## src/rtl/rtc_pkg.sv

```systemverilog
package rtc_pkg;

    localparam logic [3:0] A_SEC   = 4'd0;
    localparam logic [3:0] A_MIN   = 4'd1;
    localparam logic [3:0] A_HOUR  = 4'd2;
    localparam logic [3:0] A_WDAY  = 4'd3;
    localparam logic [3:0] A_AMIN  = 4'd4;
    localparam logic [3:0] A_AHOUR = 4'd5;
    localparam logic [3:0] A_AMASK = 4'd6;
    localparam logic [3:0] A_CTRL  = 4'd7;
    localparam logic [3:0] A_FLAG  = 4'd8;

    localparam logic [2:0] PS_SEC  = 3'd0;
    localparam logic [2:0] PS_MIN  = 3'd1;
    localparam logic [2:0] PS_HOUR = 3'd2;
    localparam logic [2:0] PS_DAY  = 3'd3;

    typedef struct packed {
        logic [7:0] sec;
        logic [7:0] min;
        logic [7:0] hour;
        logic [2:0] wday;
    } rtc_time_t;

    typedef struct packed {
        logic       wait_b;
        logic [2:0] per_sel;
        logic       per_en;
        logic       alm_en;
        logic       mode24;
    } rtc_ctrl_t;

    typedef struct packed {
        logic sec;
        logic min;
        logic hour;
        logic day;
    } rtc_carry_t;

    // Packed BCD value in 00..59.
    function automatic logic min_ok(input logic [7:0] b);
        return (b[7:4] <= 4'd5) && (b[3:0] <= 4'd9);
    endfunction

    // Hour value legal in the selected encoding.
    function automatic logic hour_ok(input logic [7:0] b, input logic m24);
        logic [4:0] low;
        low = b[4:0];
        if (m24)
            return (b[7:6] == 2'b00) && (b[3:0] <= 4'd9) && (b <= 8'h23);
        return (b[7:6] == 2'b00) && (b[3:0] <= 4'd9) &&
               (low >= 5'h01) && (low <= 5'h12);
    endfunction

    // Base-60 BCD increment: {carry, next}.
    function automatic logic [8:0] inc_base60(input logic [7:0] b);
        if (b[3:0] >= 4'd9) begin
            if (b[7:4] >= 4'd5)
                return {1'b1, 8'h00};
            return {1'b0, b[7:4] + 4'd1, 4'd0};
        end
        return {1'b0, b[7:4], b[3:0] + 4'd1};
    endfunction

    // Hour increment in either encoding: {day_carry, next}.
    function automatic logic [8:0] hour_inc(input logic [7:0] h, input logic m24);
        logic       pm;
        logic [4:0] low;
        pm  = h[5];
        low = h[4:0];
        if (m24) begin
            if (h >= 8'h23)
                return {1'b1, 8'h00};
            if (h[3:0] >= 4'd9)
                return {1'b0, h[7:4] + 4'd1, 4'd0};
            return {1'b0, h[7:4], h[3:0] + 4'd1};
        end
        if (low == 5'h11)
            return {pm, 2'b00, ~pm, 5'h12};
        if (low >= 5'h12)
            return {1'b0, 2'b00, pm, 5'h01};
        if (low[3:0] >= 4'd9)
            return {1'b0, 2'b00, pm, 1'b1, 4'd0};
        return {1'b0, 2'b00, pm, low[4], low[3:0] + 4'd1};
    endfunction

    function automatic logic [2:0] wday_inc(input logic [2:0] w);
        return (w >= 3'd6) ? 3'd0 : w + 3'd1;
    endfunction

endpackage

```

## src/rtl/rtc_subsec.sv

```systemverilog
module rtc_subsec #(
    parameter int DIV = 32768
) (
    input  logic clk,
    input  logic rst,
    input  logic clear_i,
    output logic tick_o
);
    localparam int CW = (DIV > 1) ? $clog2(DIV) : 1;
    localparam logic [CW-1:0] LAST = CW'(DIV - 1);

    logic [CW-1:0] cnt_q;

    assign tick_o = (cnt_q == LAST);

    always_ff @(posedge clk) begin
        if (rst || clear_i)
            cnt_q <= '0;
        else if (tick_o)
            cnt_q <= '0;
        else
            cnt_q <= cnt_q + 1'b1;
    end

    // the divider restarts after every tick
    a_r2_wrap: assert property (@(posedge clk) disable iff (rst)
        tick_o |=> (cnt_q == '0));

    // count never leaves its range
    a_r2_range: assert property (@(posedge clk) disable iff (rst)
        cnt_q <= LAST);

endmodule

```

## src/rtl/rtc_time_core.sv

```systemverilog
module rtc_time_core
    import rtc_pkg::*;
(
    input  logic       clk,
    input  logic       rst,
    input  logic       tick_i,
    input  logic       wait_i,
    input  logic       mode24_i,
    input  logic       we_i,
    input  logic [3:0] addr_i,
    input  logic [7:0] wdata_i,
    output rtc_time_t  now_o,
    output rtc_time_t  next_o,
    output rtc_carry_t carry_o
);
    rtc_time_t  cur_q;
    rtc_time_t  nxt;
    rtc_carry_t cy;
    logic       pend_q;
    logic       step;
    logic       sec_wr;
    logic [8:0] s_inc;
    logic [8:0] m_inc;
    logic [8:0] h_inc;

    assign sec_wr = we_i && (addr_i == A_SEC);

    always_comb begin
        step  = (tick_i | pend_q) & ~wait_i;
        s_inc = inc_base60(cur_q.sec);
        m_inc = inc_base60(cur_q.min);
        h_inc = hour_inc(cur_q.hour, mode24_i);
        nxt   = cur_q;
        cy    = '0;
        if (step) begin
            cy.sec  = 1'b1;
            nxt.sec = s_inc[7:0];
            if (s_inc[8]) begin
                cy.min  = 1'b1;
                nxt.min = m_inc[7:0];
                if (m_inc[8]) begin
                    cy.hour  = 1'b1;
                    nxt.hour = h_inc[7:0];
                    if (h_inc[8]) begin
                        cy.day   = 1'b1;
                        nxt.wday = wday_inc(cur_q.wday);
                    end
                end
            end
        end
    end

    always_ff @(posedge clk) begin
        if (rst) begin
            cur_q  <= '0;
            pend_q <= 1'b0;
        end else begin
            cur_q <= nxt;
            if (we_i) begin
                case (addr_i)
                    A_SEC:   cur_q.sec  <= wdata_i;
                    A_MIN:   cur_q.min  <= wdata_i;
                    A_HOUR:  cur_q.hour <= wdata_i;
                    A_WDAY:  cur_q.wday <= wdata_i[2:0];
                    default: ;
                endcase
            end
            if (sec_wr)
                pend_q <= 1'b0;
            else if (tick_i && wait_i)
                pend_q <= 1'b1;
            else if (step)
                pend_q <= 1'b0;
        end
    end

    assign now_o   = cur_q;
    assign next_o  = nxt;
    assign carry_o = cy;

    // time is frozen while wait is held and nothing is written
    a_r7_wait_freezes: assert property (@(posedge clk) disable iff (rst)
        (wait_i && !we_i) |=> $stable(cur_q));

    // a pending second never survives a cycle without wait
    a_r7_single_pending: assert property (@(posedge clk) disable iff (rst)
        (!wait_i && !sec_wr) |=> !pend_q);

    // counting keeps a legal minute legal
    a_r3_min_range: assert property (@(posedge clk) disable iff (rst)
        (step && !we_i && min_ok(cur_q.min)) |=> min_ok(cur_q.min));

endmodule

```

## src/rtl/rtc_alarm_match.sv

```systemverilog
module rtc_alarm_match
    import rtc_pkg::*;
(
    input  rtc_time_t  cand_i,
    input  logic [7:0] amin_i,
    input  logic [7:0] ahour_i,
    input  logic [6:0] amask_i,
    input  logic       mode24_i,
    output logic       hit_o
);
    logic       legal;
    logic       same;
    logic [7:0] mask8;
    logic       unused_sec;

    assign unused_sec = ^cand_i.sec;
    assign mask8      = {1'b0, amask_i};

    always_comb begin
        legal = min_ok(amin_i) && hour_ok(ahour_i, mode24_i);
        same  = (cand_i.min == amin_i) && (cand_i.hour == ahour_i);
        hit_o = legal && same && mask8[cand_i.wday];
    end

endmodule

```

## src/rtl/rtc_calendar.sv

```systemverilog
module rtc_calendar
    import rtc_pkg::*;
#(
    parameter int SUBSEC_DIV = 32768
) (
    input  logic       clk,
    input  logic       rst,
    input  logic [3:0] bus_addr,
    input  logic       bus_we,
    input  logic [7:0] bus_wdata,
    output logic [7:0] bus_rdata,
    output logic       irq_alarm,
    output logic       irq_periodic
);
    localparam rtc_ctrl_t CTRL_RST = '{wait_b: 1'b0, per_sel: 3'd0, per_en: 1'b0,
                                       alm_en: 1'b0, mode24: 1'b1};

    rtc_ctrl_t  ctrl_q;
    logic [7:0] amin_q;
    logic [7:0] ahour_q;
    logic [6:0] amask_q;
    logic [1:0] flag_q;
    logic [1:0] flag_nxt;

    logic       tick;
    logic       sec_wr;
    logic       flag_wr;
    logic       ctrl_wr;
    rtc_time_t  now_t;
    rtc_time_t  next_t;
    rtc_carry_t cy;
    logic       hit;
    logic       per_evt;
    logic       per_set;
    logic       alm_set;

    assign sec_wr  = bus_we && (bus_addr == A_SEC);
    assign flag_wr = bus_we && (bus_addr == A_FLAG);
    assign ctrl_wr = bus_we && (bus_addr == A_CTRL);

    rtc_subsec #(.DIV(SUBSEC_DIV)) i_subsec (
        .clk     (clk),
        .rst     (rst),
        .clear_i (sec_wr),
        .tick_o  (tick)
    );

    rtc_time_core i_core (
        .clk      (clk),
        .rst      (rst),
        .tick_i   (tick),
        .wait_i   (ctrl_q.wait_b),
        .mode24_i (ctrl_q.mode24),
        .we_i     (bus_we),
        .addr_i   (bus_addr),
        .wdata_i  (bus_wdata),
        .now_o    (now_t),
        .next_o   (next_t),
        .carry_o  (cy)
    );

    rtc_alarm_match i_match (
        .cand_i   (next_t),
        .amin_i   (amin_q),
        .ahour_i  (ahour_q),
        .amask_i  (amask_q),
        .mode24_i (ctrl_q.mode24),
        .hit_o    (hit)
    );

    always_comb begin
        case (ctrl_q.per_sel)
            PS_SEC:  per_evt = cy.sec;
            PS_MIN:  per_evt = cy.min;
            PS_HOUR: per_evt = cy.hour;
            PS_DAY:  per_evt = cy.day;
            default: per_evt = 1'b0;
        endcase
        per_set  = ctrl_q.per_en && per_evt;
        alm_set  = ctrl_q.alm_en && cy.min && hit;
        flag_nxt = (flag_wr ? (flag_q & bus_wdata[1:0]) : flag_q) | {alm_set, per_set};
    end

    always_ff @(posedge clk) begin
        if (rst) begin
            ctrl_q  <= CTRL_RST;
            amin_q  <= '0;
            ahour_q <= '0;
            amask_q <= '0;
            flag_q  <= '0;
        end else begin
            flag_q <= flag_nxt;
            if (ctrl_wr) begin
                ctrl_q.wait_b <= bus_wdata[6];
                ctrl_q.per_en <= bus_wdata[2];
                ctrl_q.alm_en <= bus_wdata[1];
                ctrl_q.mode24 <= bus_wdata[0];
                if (!ctrl_q.per_en)
                    ctrl_q.per_sel <= bus_wdata[5:3];
            end
            if (bus_we && (bus_addr == A_AMIN))  amin_q  <= bus_wdata;
            if (bus_we && (bus_addr == A_AHOUR)) ahour_q <= bus_wdata;
            if (bus_we && (bus_addr == A_AMASK)) amask_q <= bus_wdata[6:0];
        end
    end

    always_comb begin
        case (bus_addr)
            A_SEC:   bus_rdata = now_t.sec;
            A_MIN:   bus_rdata = now_t.min;
            A_HOUR:  bus_rdata = now_t.hour;
            A_WDAY:  bus_rdata = {5'b0, now_t.wday};
            A_AMIN:  bus_rdata = amin_q;
            A_AHOUR: bus_rdata = ahour_q;
            A_AMASK: bus_rdata = {1'b0, amask_q};
            A_CTRL:  bus_rdata = {1'b0, ctrl_q};
            A_FLAG:  bus_rdata = {6'b0, flag_q};
            default: bus_rdata = 8'h00;
        endcase
    end

    assign irq_alarm    = flag_q[1];
    assign irq_periodic = flag_q[0];

    // a hardware set is never lost to a same-cycle clear
    a_r11_set_wins: assert property (@(posedge clk) disable iff (rst)
        alm_set |=> flag_q[1]);

    // without a set or a write the alarm flag keeps its value
    a_r11_flag_hold: assert property (@(posedge clk) disable iff (rst)
        (!alm_set && !flag_wr) |=> $stable(flag_q[1]));

    // select is frozen while periodic enable is on
    a_r12_sel_frozen: assert property (@(posedge clk) disable iff (rst)
        ctrl_q.per_en |=> $stable(ctrl_q.per_sel));

    // an illegal alarm hour blocks the flag
    a_r9_bad_hour: assert property (@(posedge clk) disable iff (rst)
        !hour_ok(ahour_q, ctrl_q.mode24) |-> !alm_set);

endmodule

```

## config.mk

```make
export PLATFORM = sky130hd
export DESIGN_NAME = rtc_calendar
export DESIGN_NICKNAME = d
export VERILOG_FILES = /design/src/rtl/rtc_pkg.sv /design/src/rtl/rtc_subsec.sv /design/src/rtl/rtc_time_core.sv /design/src/rtl/rtc_alarm_match.sv /design/src/rtl/rtc_calendar.sv
export SDC_FILE = /design/constraint.sdc
export NUM_CORES = 1
export LEC_CHECK = 0
export BUFFER_PORTS_ARGS = -buffer_cell sky130_fd_sc_hd__buf_2
export CORE_UTILIZATION = 61
export DETAILED_ROUTE_END_ITERATION = 16
export PLACE_DENSITY = 0.79
export SYNTH_ARGS = -nofsm -noshare
export SYNTH_HDL_FRONTEND = slang
export SYNTH_HIERARCHICAL = 1
export SYNTH_SLANG_ARGS = --single-unit
```

## constraint.sdc

```tcl
create_clock -name clk -period 4.9 [get_ports clk]
set_input_delay 1.225 -clock clk [delete_from_list [all_inputs] [get_ports clk]]
set_output_delay 1.225 -clock clk [all_outputs]
set_load 0.02 [all_outputs]
```

==> out/metrics.csv <==
metric,value,unit
status,"complete, no violations",
nets,614,
"Period Utilization, post-route",0.873,
via count,4422,
CP startpoint kind,flop,
fin worst setup slack,0.624,ns
Rows,32,
io pins,25,
# DRC,0,
Synth Flop Type,dfxtp_1,
vias in the first global route,4170,
cell taking the most area after synthesis,dfxtp_1,
post-place setup slack,0.718,ns
peak supply drop,0.211,mV
Fin Clk Skew,0.00995,ns
"commonest non-fill, non-tap cells in the layout","nor2_1 (83), dfxtp_1 (75), nand2_1 (38)",
critical path data arrival time,4.55,ns
RePlAce Congestion,1.01,
Ant. Diodes,0,
R2R Path End,flag_q[1],
Most Frequent Cell on Critical Path,a21oi_1,
CTS-repair resized insts,0,
Worst-Margin Slew,0.836,ns
CTS Hold Bufs,0,
Routed WL per cell,19.6,um
post-synthesis sequential area ratio,0.310,
die height,91.1,um
RSZ-0062 raised after global routing,false,
hold depth,1,
leakage power,0.00217,uW
Starting Density,0.629,
DR pass1 iterations,5,
Routed Wire Length,13.4,mm
# setup viols final,0,
"Max stage delay cell, worst path",or4_1,
CTS max path bufs,2,
"commonest non-fill, non-tap cell in the layout",nor2_1,
Worst EP required,5.18,ns
Slew Limit Headroom,0.435,
Pwr Density,248,nW/um2
crit path launch,i_subsec/cnt_q[0],
root buffer cell,clkbuf_8,
"Hold Vio Cnt, Final",0,
Post-synth EDFFs,0,
fin crit period,4.28,ns
yosys warns,6,
Setup CP Type,flop to flop,
Mean Syn Cell Area,8.52,um2
area delta synth->final,6.98,%
Fin Setup TNS,0,ns
TritonCTS clock tree,yes,
internal reg-to-reg setup slack,0.62,ns
max cap viols,0,
"FFs w/ async S/R, synth",0,
hold-critical path endpoint,i_subsec/cnt_q[0],
H-tree Lvls,3,
Crit Reg-Reg Startpoint,i_subsec/cnt_q[0],
synth unique cells,78,
initial antenna violation count,0,
CP max stage delay,0.69,ns
largest net degree at the start of global routing,38,
initial drt markers,544,
DP HPWL,9.53,mm
DIE AREA,8290,um2
Synth top area share,0.310,
Peak Freq,0.234,GHz
CTS Buf Count,9,
R2R depth,17,
Synth Instances,568,
IO Port Bufs,24,
first-pass GRT wire length,21.8,mm
Avg Vias per Cell,6.46,
GR Overflow Total,0,
CTS sink cnt,75,
GRT Total Usage,0.339,
ratio of cells with drive above 1 in the final layout,0.131,
post-synth net total,604,
Post-Syn Area,4840,um2
Placeable Area,7690,um2
start point of the worst hold path,i_subsec/cnt_q[0],
synth top area cells,"dfxtp_1 (31%), mux2i_1 (7.2%), nor2_1 (6.4%)",
CP max FO,13,
CP cell instances,"ha_1, nand3_2, nor4_4, nor2_1, or2_4, clkinv_4, nand3_4, or4_1, inv_2, a41oi_1, a21oi_1, nand2b_4, a2111oi_4, nand4_1, nor4_1, nand3_1, a21oi_1",
DP Area,4960,um2
fin area,5170,um2
post-CTS setup buffers,0,
clk_lat worst skew,0.35,ns
"antenna viol nets, final",0,
Seq cells post-synth,75,
CP endpoint kind,flop,
max-slew violation count,0,
Clock transition at path regs,0.08,ns
Hold Crit Class,flop to flop,
Die Width,91.1,um
-- critical path: cells and delay by family (launching register included) --
family | cells | cell delay [ns]
flip-flops | 1 | 0.37
adder cells (fa/ha/maj) | 1 | 0.21
AND/OR/NAND/NOR | 10 | 2.28
buffers and inverters | 2 | 0.33
AO/OA/AOI/OAI | 4 | 1.02
-- logic make-up (layout without fill, tap and decap cells) --
group / after synthesis / in the layout / share of synthesized area
xor gates and xnor gates: 25 / 25 / 0.0453
adders and majority gates: 21 / 21 / 0.0543
DFF: 75 / 75 / 0.310
AOI/OAI and AO/OA: 124 / 124 / 0.169
muxes: 50 / 50 / 0.125
buffers and inverters: 59 / 73 / 0.0559
and+or+nand+nor: 214 / 214 / 0.240
-- cell type report --
cell class	count	area [um2]
multi-input cells	434	3070
fillers	631	2510
flip-flops and latches	75	1500
repair buffers	27	143
clock buffers	11	141
well taps	102	128
inverters	31	121
clock inverters	4	75.1
-- how the worst max path moves through the flow --
stage,end
floorplan,flag_q[1]
global placement,flag_q[1]
detailed placement,flag_q[1]
CTS,flag_q[1]
global route,flag_q[1]
finish,flag_q[1]
-- synth_stat cells, types with 6 or more instances --
| cell type | instances |
|---|---|
| nor2_1 | 83 |
| dfxtp_1 | 75 |
| nand2_1 | 38 |
| mux2i_1 | 35 |
| a21oi_1 | 33 |
| o21ai_0 | 32 |
| inv_1 | 29 |
| ha_1 | 21 |
| xor2_1 | 15 |
| nand3_1 | 14 |
| clkbuf_1 | 13 |
| nor3_1 | 10 |
| xnor2_1 | 10 |
| mux2_2 | 8 |
| nand4_1 | 8 |
| nor3b_1 | 8 |
| a211oi_1 | 7 |
| a22oi_1 | 7 |
| buf_2 | 7 |
| nand3b_1 | 6 |
-- flip-flops by register name, summed over array words and instances, names as in the netlist --
name            count
ahour_q             8
flag_q              2
amin_q              8
i_core/now_o       27
amask_q             7
ctrl_q              7
i_core/pend_q       1
i_subsec/cnt_q     15
-- metal layers --
metal	track usage	part of all wire	wire length, um
met3	0.0637	0.094	1270
met2	0.528	0.44	5960
met5	0	0	0
met1	0.452	0.42	5570
met4	0.164	0.045	603
-- report_power, final --
group          leakage (uW)  internal [uW]  total [uW]  switching (uW)
logic               0.00147           42.3         121            79.0
registers          0.000606            618         631            13.5
clock network      0.000102            298         531             233
-- per-stage QoR --
stage               hold slack, ns  instances   util  power, uW
floorplan                    0.426        568      -        722
global placement             0.439        669  0.645        760
detailed placement           0.456        669  0.645        762
CTS                          0.474        684  0.673       1290
global route                 0.524        684  0.673       1330
finish                       0.471        684  0.673       1280
(Power assumes the default switching activity.)
